--- src/rtl/bru_pkg.sv ---
package bru_pkg;

  // Byte distance between consecutive instruction words.
  localparam int unsigned WORD_BYTES = 4;

  // Word offsets are scaled to bytes by this left shift.
  localparam int unsigned OFFSET_SHIFT = 2;

  // Selects where the next fetch address comes from.
  typedef enum logic {
    PC_SEQ    = 1'b0,
    PC_BRANCH = 1'b1
  } pc_sel_e;

endpackage

--- src/rtl/bru_rst_sync.sv ---
module bru_rst_sync #(
  parameter int unsigned STAGES = 2
) (
  input  logic clk,
  input  logic rst_n,
  output logic rst_q_n
);

  logic [STAGES-1:0] chain_q;
  logic [STAGES-1:0] chain_d;

  always_comb begin
    chain_d = (chain_q << 1) | STAGES'(1);
  end

  always_ff @(posedge clk or negedge rst_n) begin
    if (!rst_n) begin
      chain_q <= '0;
    end else begin
      chain_q <= chain_d;
    end
  end

  assign rst_q_n = chain_q[STAGES-1];

endmodule

--- src/rtl/bru_resolve.sv ---
module bru_resolve
  import bru_pkg::*;
#(
  parameter int unsigned AW = 32,
  parameter int unsigned DW = 32
) (
  input  logic          is_branch,
  input  logic [DW-1:0] opnd_a,
  input  logic [DW-1:0] opnd_b,
  input  logic [AW-1:0] pc_inc,
  input  logic [DW-1:0] offset,
  output logic          taken,
  output logic [AW-1:0] target,
  output pc_sel_e       pc_sel
);

  logic [AW-1:0] offset_aw;
  logic [AW-1:0] offset_bytes;
  logic          operands_equal;

  // Fit the sign-extended offset to the address width.
  generate
    if (AW <= DW) begin : g_offset_trunc
      assign offset_aw = offset[AW-1:0];
    end else begin : g_offset_extend
      assign offset_aw = {{(AW-DW){offset[DW-1]}}, offset};
    end
  endgenerate

  always_comb begin
    offset_bytes   = offset_aw << OFFSET_SHIFT;
    target         = pc_inc + offset_bytes;
    operands_equal = (opnd_a == opnd_b);
    taken          = is_branch & operands_equal;
    pc_sel         = taken ? PC_BRANCH : PC_SEQ;
  end

endmodule

--- src/rtl/bru_pc_reg.sv ---
module bru_pc_reg
  import bru_pkg::*;
#(
  parameter int unsigned AW = 32
) (
  input  logic          clk,
  input  logic          rst_q_n,
  input  pc_sel_e       pc_sel,
  input  logic [AW-1:0] target,
  output logic [AW-1:0] pc_q,
  output logic [AW-1:0] pc_inc
);

  localparam logic [AW-1:0] STEP = AW'(WORD_BYTES);

  logic [AW-1:0] pc_d;

  always_comb begin
    pc_inc = pc_q + STEP;
    case (pc_sel)
      PC_BRANCH: pc_d = target;
      default:   pc_d = pc_inc;
    endcase
  end

  always_ff @(posedge clk or negedge rst_q_n) begin
    if (!rst_q_n) begin
      pc_q <= '0;
    end else begin
      pc_q <= pc_d;
    end
  end

endmodule

--- src/rtl/bru_ifid_reg.sv ---
module bru_ifid_reg #(
  parameter int unsigned AW = 32,
  parameter int unsigned IW = 32
) (
  input  logic          clk,
  input  logic          rst_q_n,
  input  logic          flush,
  input  logic [IW-1:0] instr_in,
  input  logic [AW-1:0] pc_inc_in,
  output logic [IW-1:0] instr_q,
  output logic [AW-1:0] pc_inc_q
);

  logic [IW-1:0] instr_d;
  logic [AW-1:0] pc_inc_d;

  // Flush wins over the normal load: the slot becomes an all-zero NOP.
  always_comb begin
    if (flush) begin
      instr_d  = '0;
      pc_inc_d = '0;
    end else begin
      instr_d  = instr_in;
      pc_inc_d = pc_inc_in;
    end
  end

  always_ff @(posedge clk or negedge rst_q_n) begin
    if (!rst_q_n) begin
      instr_q  <= '0;
      pc_inc_q <= '0;
    end else begin
      instr_q  <= instr_d;
      pc_inc_q <= pc_inc_d;
    end
  end

endmodule

--- src/rtl/branch_redirect_unit.sv ---
module branch_redirect_unit
  import bru_pkg::*;
#(
  parameter int unsigned AW          = 32,
  parameter int unsigned DW          = 32,
  parameter int unsigned IW          = 32,
  parameter int unsigned SYNC_STAGES = 2
) (
  input  logic          clk,
  input  logic          rst_n,
  input  logic [IW-1:0] imem_instr,
  input  logic          id_is_branch,
  input  logic [DW-1:0] id_opnd_a,
  input  logic [DW-1:0] id_opnd_b,
  input  logic [DW-1:0] id_offset,
  output logic [AW-1:0] pc_out,
  output logic [IW-1:0] ifid_instr,
  output logic [AW-1:0] ifid_pc_inc,
  output logic          branch_taken,
  output logic [AW-1:0] branch_target
);

  logic          rst_q_n;
  logic [AW-1:0] fetch_pc_inc;
  pc_sel_e       pc_sel;

  bru_rst_sync #(
    .STAGES (SYNC_STAGES)
  ) u_rst_sync (
    .clk     (clk),
    .rst_n   (rst_n),
    .rst_q_n (rst_q_n)
  );

  bru_resolve #(
    .AW (AW),
    .DW (DW)
  ) u_resolve (
    .is_branch (id_is_branch),
    .opnd_a    (id_opnd_a),
    .opnd_b    (id_opnd_b),
    .pc_inc    (ifid_pc_inc),
    .offset    (id_offset),
    .taken     (branch_taken),
    .target    (branch_target),
    .pc_sel    (pc_sel)
  );

  bru_pc_reg #(
    .AW (AW)
  ) u_pc_reg (
    .clk     (clk),
    .rst_q_n (rst_q_n),
    .pc_sel  (pc_sel),
    .target  (branch_target),
    .pc_q    (pc_out),
    .pc_inc  (fetch_pc_inc)
  );

  bru_ifid_reg #(
    .AW (AW),
    .IW (IW)
  ) u_ifid_reg (
    .clk       (clk),
    .rst_q_n   (rst_q_n),
    .flush     (branch_taken),
    .instr_in  (imem_instr),
    .pc_inc_in (fetch_pc_inc),
    .instr_q   (ifid_instr),
    .pc_inc_q  (ifid_pc_inc)
  );

endmodule

--- config.mk ---
export PLATFORM = sky130hd
export DESIGN_NAME = branch_redirect_unit
export DESIGN_NICKNAME = d
export VERILOG_FILES = /design/src/rtl/bru_pkg.sv /design/src/rtl/bru_rst_sync.sv /design/src/rtl/bru_resolve.sv /design/src/rtl/bru_pc_reg.sv /design/src/rtl/bru_ifid_reg.sv /design/src/rtl/branch_redirect_unit.sv
export SDC_FILE = /design/constraint.sdc
export NUM_CORES = 1
export LEC_CHECK = 0
export ABC_AREA = 1
export BUFFER_PORTS_ARGS = -buffer_cell sky130_fd_sc_hd__buf_2
export CAP_MARGIN = 25
export CORE_MARGIN = 3
export CORE_UTILIZATION = 40
export DETAILED_ROUTE_END_ITERATION = 12
export PLACE_DENSITY = 0.78
export SLEW_MARGIN = 0
export SYNTH_ARGS = -nofsm -noshare
export SYNTH_HDL_FRONTEND = slang
export SYNTH_SLANG_ARGS = --single-unit
--- constraint.sdc ---
create_clock -name clk -period 5.4 [get_ports clk]
set_input_delay 0.27 -clock clk [delete_from_list [all_inputs] [get_ports clk]]
set_output_delay 0.27 -clock clk [all_outputs]
set_load 0.05 [all_outputs]
==> results of run 1 <==
==> cells by family (layout without fill, tap and decap cells) <==
kind of cell,count (synthesis),after routing
and+or+nand+nor,654,654
buffers and inverters,256,519
DFF,98,98
xor gates and xnor gates,46,46
AOI/OAI and AO/OA,34,34
adders and majority gates,31,31
other,1,1
==> cells in the final DEF (no fill, tap or decap), types with 2 or more instances in the layout <==
cell type,n
xor2_1,30
ha_1,30
nand2_1,386
dfrtp_1,97
o21ai_0,15
clkbuf_16,9
nor3b_1,2
clkinv_4,2
nor3_2,2
a21oi_1,15
nand3_1,64
nand4_1,15
and2_1,18
nor2_1,132
or2_2,4
nand3b_1,11
o21ai_1,2
xnor2_1,16
buf_4,3
nor3_1,16
buf_2,257
inv_1,243
==> through the flow <==
| step | area (µm²) | utilization (%) |
|---|---|---|
| finish | 8980 | 51.6 |
| global route | 8980 | 51.6 |
| CTS | 8980 | 51.6 |
| detailed placement | 8670 | 49.8 |
| global placement | 8670 | 49.8 |
| floorplan | 7160 | - |
==> power by group through the flow <==
stage | logic, µW | clock network [µW] | registers [µW]
final | 344 | 642 | 755
after global routing | 374 | 690 | 756
after CTS | 344 | 655 | 755
after detailed placement | 342 | 0 | 769
after global placement | 338 | 0 | 768
after floorplan | 176 | 0 | 819
==> sequential cells by signal, indices dropped and copies added, names as in the netlist <==
register and cells:
u_ifid_reg.instr_q 32, u_pc_reg.pc_q 32, u_rst_sync.chain_q 2, u_ifid_reg.pc_inc_q 32
==> worst max-delay path, cell delays in order, from the launching register on <==
cell and delay (ps):
dfrtp_1 350, ha_1 220, inv_1 70, fa_1 410, inv_1 110, nand3_1 80, nand3_1 180, nand3_1 110
nand3_1 200, nand2_1 110, nand3_1 120, and2_1 150, buf_2 260
==> final cells by class <==
type                       count  area, µm²  share of cell area (%)
clock buffer                  11        243                    2.70
clock inverter                 4       52.6                   0.585
inverter                     243        912                    10.2
multi-input combinational    766       3710                    41.4
sequential                    98       2460                    27.4
tap                          225        282                    3.14
timing repair buffer         261       1320                    14.7
==> metal layers <==
layer	vias to the layer above	track usage, %
met5	-	0
met2	284	39.7
met3	41	4.71
li1	3859	-
met4	0	7.60
met1	3340	26.6
==> repair_timing <==
item	in CTS	in global routing
endpoints found under the setup margin	0	0
gates resized for setup	0	0
hold buffers	1	0
hold endpoints to repair	2	0
==> worst max-delay path by stage <==
| stage | endpoint | slack, ps | cells after the start |
|---|---|---|---|
| after global placement | branch_target[30] | 2850 | 13 |
| after CTS | branch_target[30] | 2430 | 12 |
| after detailed placement | branch_target[30] | 2800 | 13 |
| after global routing | branch_target[30] | 2260 | 12 |
| after floorplan | u_ifid_reg.instr_q[0] | 2470 | 0 |
| final | branch_target[30] | 2420 | 12 |
==> flow_summary.yaml, run 1 <==
critical_path:
  r2r_end: "u_pc_reg.pc_q[18]"
  reg2reg_depth: 14
  critPathMaxFanout: 4
  crit_path_start: "u_ifid_reg.pc_inc_q[2]"
  worstSetupPathType: "register to output port"
  r2r_slack_ps: 3120
  r2r-start: "u_ifid_reg.pc_inc_q[2]"
  worst_setup_path_end_kind: "output port"
  arrival_ps: 2710
  critPathRequiredTime_ps: 5130
  start_kind: "register"
pwr:
  power.switching_uw: 516
  p_comb_share_pct: 19.7
  leakage_uw: 0.00552
  power_uw: 1740
  power.density_nw_per_um2: 194
  clkPwrFrac_pct: 36.9
  ir_drop_uv: 121
  p_seq_share_pct: 43.4
  p_int_uw: 1220
  netSwitchingFraction_pct: 29.7
min_path:
  hold_end: "u_ifid_reg.instr_q[29]"
  hp-class: "primary input to register"
  hp-start: "imem_instr[29]"
  hold_depth: 3
yosys:
  synth_cell_types: 30
  synth-simple-area-share_pct: 38.1
  synth_adder_area_share_pct: 5.52
  synth_top_cell_by_area: "dfrtp_1"
  synth_mux_area_share_pct: 0
  syn_avg_cell_area_um2: 6.40
  yosys.area.top_type_share_pct: 34.2
  synthTopCellsByArea: "dfrtp_1, nand2_1, inv_1"
  synth_area_um2: 7160
  synth_nets: 1282
  synth_common_cells: "nand2_1, inv_1, nor2_1, dfrtp_1, nand3_1"
  ys.flop_type: "dfrtp_1"
  synth_top_family_by_area: "simple AND/OR/NAND/NOR gates"
  yosysWarnings: 0
  synth-compound-area-share_pct: 2.45
  yosysMostFrequentCell: "nand2_1"
  async_flop_share_pct: 100
  yosys_register_bits: 98
  synth_edf_count: 0
  synth-xor-area-share_pct: 5.62
  seq_area_frac_synth_pct: 34.2
  synthCells: 1120
die:
  initial_core_util_pct: 41.1
  core_um2: 17400
  rows: 48
  die_h_um: 140
  die_area_um2: 19500
  die_x_um: 140
  io_pins: 260
finish:
  area_delta_synth_final_pct: 25.3
  nets: 1541
  drive_gt1_share_pct: 20.6
  nFillCells: 1736
  insertedDiodeCount: 0
  fin_cells: 1608
detailed_routing:
  totalWireLength_um: 22500
  vias_per_cell: 4.68
  drc_errors: 0
  highest_layer: "met4"
  dr.pass1.iters: 6
  ant_nets: 0
  wl_met1_um: 9190
  drt_iter0_drc: 402
  wl_met2_um: 11000
  vias: 7524
  wl_per_cell_um: 14.0
  met3_length_um: 1630
global_routing:
  grt_max_degree: 61
  antenna_found_initial: 0
  gr-total-overflow: 0
  grt_use_total_pct: 22.3
  grt_pass1_vias: 7121
  grt_first_pass_wirelength_um: 34900
place:
  hpwl_um: 18900
  dpl_worst_slack_ps: 2800
  dp_cells: 1592
  routabilityCongestion: 0.925
  io_buffers: 257
clock_network:
  post-cts-setup-buffer-count: 0
  cts_sinks: 98
  worstSkewPairLatency_ps: 340
  htree_levels: 3
  root_buffer: "clkbuf_16"
  cts.reportedPaths.clkPinSlew_ps: 70
  numCtsBuffers: 9
  cts_tree: "yes"
  cts_buffer_depth: 2
timing:
  fmax_mhz: 336
  tightest_slew_ps: 771
  period_needed_ps: 2980
  rsz0062_at_grt: "no"
  skew_ps: 7.82
  finalHoldWorstSlack_ps: 127
  setup_slack_ps: 2420
  finalMaxSlewViolations: 0
  hold_viol: 0
  finalCritPeriodShare_pct: 55.1
  worst_slew_margin_rel_pct: 48.6
  finalSetupViolations: 0
  fin_setup_tns_ps: 0
run:
  cap_violations: 0
outcome:
  status: "finished, final reports clean"
No activity file was read; power rests on OpenSTA's default activity.
==> run 2, diff against run 1 <==
==> constraint.sdc (replaced) <==
create_clock -name clk -period 2.82 [get_ports clk]
set_input_delay 0.141 -clock clk [delete_from_list [all_inputs] [get_ports clk]]
set_output_delay 0.141 -clock clk [all_outputs]
set_load 0.05 [all_outputs]
==> run 2 against run 1 <==
  * Combinational power up 100%
  * Total power up 90%
  * Cell area up 3.2%
  * Worst hold slack worse by 110 ps
  * Via count up 1.7%
  * Register-to-register slack worse by 2500 ps
  * Sequential share of layout area down 0.86 points
  * Critical path depth down 1
  * Utilization up 1.7 points
  * Global-route usage up 0.94 points
  * Clock power up 81%
  * Critical path type unchanged
  * Largest cell class unchanged
  * Largest power group unchanged
  * Highest routed layer unchanged
==> flow_summary.yaml, run 2 (synthesized netlist as in run 1, its figures left out) <==
finish:
  insertedDiodeCount: 0
  seq_area_um2: 2460
  multiInputGateArea_um2: 3750
  nFillCells: 1715
  final_cell_mix: "nand2_1, buf_2, inv_1, nor2_1, dfrtp_1"
  nets: 1565
  layout_commonest_cell: "nand2_1"
  fin_cells: 1633
  largestRegisters: "u_ifid_reg.instr_q (32), u_ifid_reg.pc_inc_q (32), u_pc_reg.pc_q (32)"
  drive_gt1_share_pct: 21.0
  area_delta_synth_final_pct: 29.4
detailed_routing:
  drt_iter0_drc: 394
  ant_nets: 0
  vias_per_cell: 4.69
  wl_per_cell_um: 14.1
  drc_errors: 0
  vias: 7651
  dr.pass1.iters: 7
  totalWireLength_um: 23100
die:
  initial_core_util_pct: 41.1
  rows: 48
  die_h_um: 140
  core_um2: 17400
  die_area_um2: 19500
  io_pins: 260
  die_x_um: 140
pwr:
  ir_drop_uv: 249
  power.density_nw_per_um2: 356
  leakage_uw: 0.00563
global_routing:
  grt_use_total_pct: 23.2
  grt_first_pass_wirelength_um: 36800
  grt_max_degree: 96
  antenna_found_initial: 0
  gr-total-overflow: 0
  grt_pass1_vias: 7632
timing:
  tightest_slew_ps: 519
  hold_viol: 0
  fin_setup_tns_ps: 0
  worst_slew_margin_rel_pct: 65.4
  skew_ps: 8.28
  finalMaxSlewViolations: 0
  period_needed_ps: 2700
  fmax_mhz: 370
  finalSetupViolations: 0
  finalCritPeriodShare_pct: 95.9
outcome:
  status: "finished, final reports clean"
critical_path:
  worstSetupPathType: "register to output port"
  worst_setup_path_end_kind: "output port"
  critPathMaxFanout: 4
  critPathRequiredTime_ps: 2680
  arrival_ps: 2560
  start_kind: "register"
clock_network:
  cts_buffer_depth: 2
  worstSkewPairLatency_ps: 350
  htree_levels: 3
  root_buffer: "clkbuf_16"
  cts.reportedPaths.clkPinSlew_ps: 70
  cts_sinks: 98
  numCtsBuffers: 9
  cts_tree: "yes"
place:
  io_buffers: 257
  hpwl_um: 18900
  dp_cells: 1592
  routabilityCongestion: 0.941
min_path:
  hp-class: "primary input to register"
run:
  cap_violations: 0
[run 2: area by class of cell]
class                           count  area share (%)
Sequential cell                    98            26.5
Clock inverter                      7           0.567
Clock buffer                        9            2.43
Multi-Input combinational cell    766            40.5
Tap cell                          225            3.04
Inverter                          243            9.84
Timing Repair Buffer              285            17.1
[run 2: timing repair]
action,in CTS,in global routing
resized for setup,1,9
buffers inserted,0,1
pin swaps,0,1
endpoints found under the hold margin,25,0
gates cloned,0,0
endpoints found under the setup margin,2,10
hold buffers,24,0
[run 2: metal layers]
layer / GRT usage, % / vias up / routed length (µm)
li1: - / 3892 / -
met2: 41.3 / 295 / 11300
met5: 0 / - / 0
met1: 27.7 / 3418 / 9320
met4: 8.31 / 0 / 689
met3: 4.91 / 46 / 1800
[run 2: stage by stage]
step                setup slack [ps]  area [µm²]  utilization (%)  hold WS (ps)  power [µW]
finish                           117        9270             53.2          13.9        3300
floorplan                       13.4        7170                -          -155        1910
detailed placement               340        8690             49.9         -69.1        2130
global placement                 415        8690             49.9         -72.5        2120
CTS                             57.6        9220             52.9          2.24        3320
global route                   -11.3        9270             53.2          17.9        3440
[run 2: path summary, 6_finish.rpt]
kind	from	to	slack, ps	cells after the start
worst max-delay path	u_ifid_reg.pc_inc_q[2]	branch_target[14]	120	11
worst min register to register	u_rst_sync.chain_q[1]	u_pc_reg.pc_q[1]	300	0
worst min-delay path	imem_instr[14]	u_ifid_reg.instr_q[14]	10	3
max in group asynchronous	u_rst_sync.chain_q[1]	u_ifid_reg.instr_q[0]	1690	1
worst max register to register	u_ifid_reg.pc_inc_q[2]	u_pc_reg.pc_q[24]	640	13
min in group asynchronous	rst_n	u_rst_sync.chain_q[1]	110	2
[run 2: worst max-delay path, cell delays in order, from the launching register on]
cell     delay (ps)
dfrtp_1         360
ha_2            220
inv_1            60
fa_1            410
inv_1           110
nand3_1          80
nand3_2         130
nand3_2         110
nand3_4         140
buf_12          110
xor2_2          190
buf_2           300
[run 2: power by group]
part           internal [µW]  leakage (µW)  switching, µW
clock                    606      0.000137            558
combinational            229       0.00427            459
sequential              1430       0.00123           17.3
